--- config.mk ---
export PLATFORM = sky130hd
export DESIGN_NAME = burst_addr_gen
export DESIGN_NICKNAME = d
export VERILOG_FILES = /design/src/rtl/burst_addr_gen.sv
export SDC_FILE = /design/constraint.sdc
export NUM_CORES = 1
export LEC_CHECK = 0
export BUFFER_PORTS_ARGS = -buffer_cell sky130_fd_sc_hd__clkbuf_2
export CAP_MARGIN = 40
export CORE_UTILIZATION = 42
export CTS_BUF_LIST = sky130_fd_sc_hd__clkbuf_16
export CTS_CLUSTER_SIZE = 25
export DETAILED_ROUTE_END_ITERATION = 8
export PLACE_DENSITY_LB_ADDON = 0.3
export SYNTH_ARGS = -nofsm -noshare
export SYNTH_HDL_FRONTEND = slang
export SYNTH_SLANG_ARGS = --single-unit
--- constraint.sdc ---
create_clock -name clk -period 0.9 [get_ports clk]
set_input_delay 0.135 -clock clk [delete_from_list [all_inputs] [get_ports clk]]
set_output_delay 0.135 -clock clk [all_outputs]
set_load 0.01 [all_outputs]
--- src/rtl/burst_addr_gen.sv ---
module burst_addr_gen #(
  parameter int ADDR_W = 18
) (
  input  logic              clk,
  input  logic              rst,
  input  logic              order_sel,
  input  logic              strobe_cpu_n,
  input  logic              strobe_ctl_n,
  input  logic              adv_n,
  input  logic [ADDR_W-1:0] addr_in,
  output logic [ADDR_W-1:0] addr_out,
  output logic [1:0]        beat_idx
);

  localparam int HI_W = ADDR_W - 2;

  logic [HI_W-1:0] hi_q;
  logic [1:0]      start_q;
  logic [1:0]      beat_q;
  logic            load;
  logic            step;
  logic [1:0]      low_bits;

  assign load = !strobe_cpu_n || !strobe_ctl_n;
  assign step = !load && !adv_n;

  always_ff @(posedge clk) begin
    if (rst) begin
      hi_q    <= '0;
      start_q <= '0;
      beat_q  <= '0;
    end else if (load) begin
      hi_q    <= addr_in[ADDR_W-1:2];
      start_q <= addr_in[1:0];
      beat_q  <= '0;
    end else if (step) begin
      beat_q  <= beat_q + 2'd1;
    end
  end

  assign low_bits = order_sel ? (start_q ^ beat_q) : (start_q + beat_q);
  assign addr_out = {hi_q, low_bits};
  assign beat_idx = beat_q;


  reset_clear_chk: assert property (@(posedge clk)
    rst |=> (addr_out == '0) && (beat_idx == 2'd0));


  load_capture_chk: assert property (@(posedge clk) disable iff (rst)
    (!strobe_cpu_n || !strobe_ctl_n) |=> (addr_out == $past(addr_in)) && (beat_idx == 2'd0));


  advance_step_chk: assert property (@(posedge clk) disable iff (rst)
    (strobe_cpu_n && strobe_ctl_n && !adv_n) |=> beat_idx == $past(beat_idx) + 2'd1);


  hold_beat_chk: assert property (@(posedge clk) disable iff (rst)
    (strobe_cpu_n && strobe_ctl_n && adv_n) |=> $stable(beat_idx));


  upper_keep_chk: assert property (@(posedge clk) disable iff (rst)
    (strobe_cpu_n && strobe_ctl_n) |=> $stable(addr_out[ADDR_W-1:2]));

endmodule

==> summary.txt <==
Syn Area/Cell: 8.90 µm²
# rows: 15
num ports: 44
First-pass DRT Iterations: 3
CTS max path bufs: 2
synthesis-stage register bit count: 20
P_leak: 0.595 nW
Worst Reg-to-Reg Cells: 6
sequential area share after synthesis: 49.5%
worst hold path depth: 3
slack of the worst reg-to-reg path: -0.26 ns
reg2reg start: beat_idx[0]
chip height: 45.9 µm
IO buf count: 43
Die X: 45.9 µm
switching share of total power: 22.2%
internal power: 1.69 mW
RSZ-0062 raised after global routing: true
gpl congestion: 0.759
skew final: 0.000851 ns
Fin Hold WS: 0.106 ns
first-pass GRT wire length: 2.72 mm
met3 Use GR: 4.37%
CTS tree: built
largest area contributor in the netlist: dfxtp_1
sw power: 0.482 mW
Flop pwr share: 44.6%
Post-Synthesis Cells: 91
slowest CP cell: dfxtp_2
Rel. slew slack: 84.5%
Initial Util: 45.9%
Root Buffer: clkbuf_16
Die Footprint: 2110 µm²
ratio of cells with drive above 1 in the final layout: 55.2%
syn_nets: 116
CP max FO: 2
Final Hold Fails: 0
fin crit period: 1.23 ns
GRT met1 Usage: 23.1%
Post-CTS Hold Fix Bufs: 0
failing checks: negative setup slack
Total Power: 2.17 mW
global-route usage over all layers: 17.8%
reg-to-reg endpoint: beat_idx[1]
Iteration-0 DRC Markers: 9
min-delay src: addr_in[17]
Startpoint Class: flip-flop
critical-path cell list: ha_4 > nor2b_4 > xnor2_2 > buf_2
vias in the first global route: 648
maximum vdd drop: 1.50 mV
worst hold path class: primary input to flip-flop
largest net degree at the start of global routing: 19
area delta synth->final: 54.1%
Post-route DRC: 0
Global Route met2 Usage: 28.2%
clk slew on worst S/H paths: 0.05 ns
max_cap viols: 0
Final Cycle Share: 137%
Distinct cells, synth: 16
TritonCTS buffer count: 3
DR WL/cell: 10.5 µm
Synth top area share: 49.5%
run status: finished, violations left
ANT nets after route: 0
via count: 756
busiest grt layer: met2
Worst EP arrival: 1.10 ns
pre-CTS setup slack: -0.123 ns
slowest cell delay on critical path: 0.35 ns
CTS H-tree lvls: 1
top post-synthesis cells by area: dfxtp_1 (49%), nand2_1 (16%), a21oi_2 (11%)
clock share of power: 41.0%
fin nets: 169
P per Cell Area: 1740 nW/µm²
via/cell ratio: 4.50
CP Capture Type: primary output
post-synthesis cell area: 810 µm²
critical path class: flip-flop to primary output
Non-Filler Instances: 168
setup slack after layout: -0.334 ns
Setup violations, final: 6
GR Overflow Total: 0
initial antenna violation count: 0
CORE AREA: 1760 µm²
final core area utilization: 70.7%
Logic pwr share: 14.3%
clock latency on the worst-skew pair: 0.24 ns
Total Routed Length: 1.77 mm
synth warn: 0
Slew Limit Fails: 0
Antenna Cells: 0
Worst Hold End: hi_q[15]
clk sink count: 20
CP required: 0.76 ns
placed cells: 160
DPL Wire Length: 1.28 mm
Peak Freq: 811 MHz
slew at the pin with the worst max-slew slack: 0.233 ns
worst max path at each step:
stage | cells past startpoint | startpoint | slack (ns) | to
2_1_floorplan | 3 | beat_idx[0] | -0.03 | addr_out[1]
3_3_place_gp | 4 | start_q[0] | -0.1 | addr_out[1]
3_5_place_dp | 4 | start_q[0] | -0.12 | addr_out[1]
4_1_cts | 4 | beat_idx[0] | -0.35 | addr_out[1]
5_1_grt | 4 | start_q[0] | -0.37 | addr_out[1]
6_report | 4 | start_q[0] | -0.33 | addr_out[1]
per-layer routing:
metal	part of all wire [%]	wire length, µm	vias to the layer above
met3	4.0	71	2
met2	52	915	18
met1	44	772	339
li1	-	-	397
met4	0.57	10	0
met5	0	0	-
state kept, by name (all words and copies together), names as in the netlist:
| signal | flops |
|---|---|
| hi_q | 16 |
| beat_idx | 2 |
| start_q | 2 |
layout by cell type, fill, tap and decap left out, types with 2 or more instances in the layout:
cell type  netlist  routed
a21oi_1          8       8
a21oi_2         10      10
buf_4            0       7
buf_6            0       6
clkbuf_16        0       3
clkbuf_2         0      39
dfxtp_1         20      16
dfxtp_2          0       4
nand2_1         35      35
nand2_2          2       2
xnor2_2          0       2
kinds of logic (layout without fill, tap and decap cells):
| kind of cell | Yosys count | after routing | synth area share [%] |
|---|---|---|---|
| AO/OA/AOI/OAI | 18 | 18 | 15.8 |
| XOR/XNOR | 3 | 3 | 3.25 |
| adder cells (fa/ha/maj) | 1 | 1 | 1.55 |
| buffers and inverters | 6 | 58 | 6.49 |
| flip-flops | 20 | 20 | 49.5 |
| AND/OR/NAND/NOR | 43 | 43 | 23.5 |
cell usage after synthesis:
cell and count:
nand2_1 35, buf_2 2, nor3_1 1, ha_1 1, and2_4 1, and2b_1 1
a21oi_1 8, xnor2_1 3, nand2_2 2, nor4_2 1, buf_8 1, dfxtp_1 20
clkbuf_1 2, nor2b_1 2, a21oi_2 10, buf_12 1
through the flow:
step	setup TNS, ns	cell area [µm²]
final	-1.20	1250
after global routing	-1.36	1250
after CTS	-0.950	1200
after detailed placement	-0.152	1090
after global placement	-0.114	1090
after floorplan	-0.0273	828
worst max-delay path: cells and delay by family, from the launching register on:
| family | cells | cell delay, ns |
|---|---|---|
| fa+ha+maj | 1 | 0.13 |
| flops | 1 | 0.35 |
| simple gates | 1 | 0.14 |
| xor+xnor | 1 | 0.10 |
| buf+inv | 1 | 0.14 |
power by group through the flow:
| stage | Combinational [mW] | Sequential, mW | Clock (mW) |
|---|---|---|---|
| CTS | 0.302 | 0.967 | 0.907 |
| finish | 0.311 | 0.969 | 0.890 |
| detailed placement | 0.292 | 0.983 | 0 |
| floorplan | 0.145 | 1.00 | 0 |
| global placement | 0.285 | 0.981 | 0 |
| global route | 0.346 | 0.975 | 0.948 |
repair_timing:
action | 4_1_cts | 5_1_grt
setup buffers | 2 | 2
setup endpoints to repair | 5 | 7
pin swaps | 2 | 1
resized for setup | 4 | 11
area by class of cell:
class	instances	area, µm²
Sequential cell	20	405
Tap cell	25	31.3
Clock buffer	3	75.1
Timing Repair Buffer	54	340
Multi-Input combinational cell	65	392
Clock inverter	1	3.75
Fill cell	161	517
Note: power is estimated with default switching activity, not from simulation.
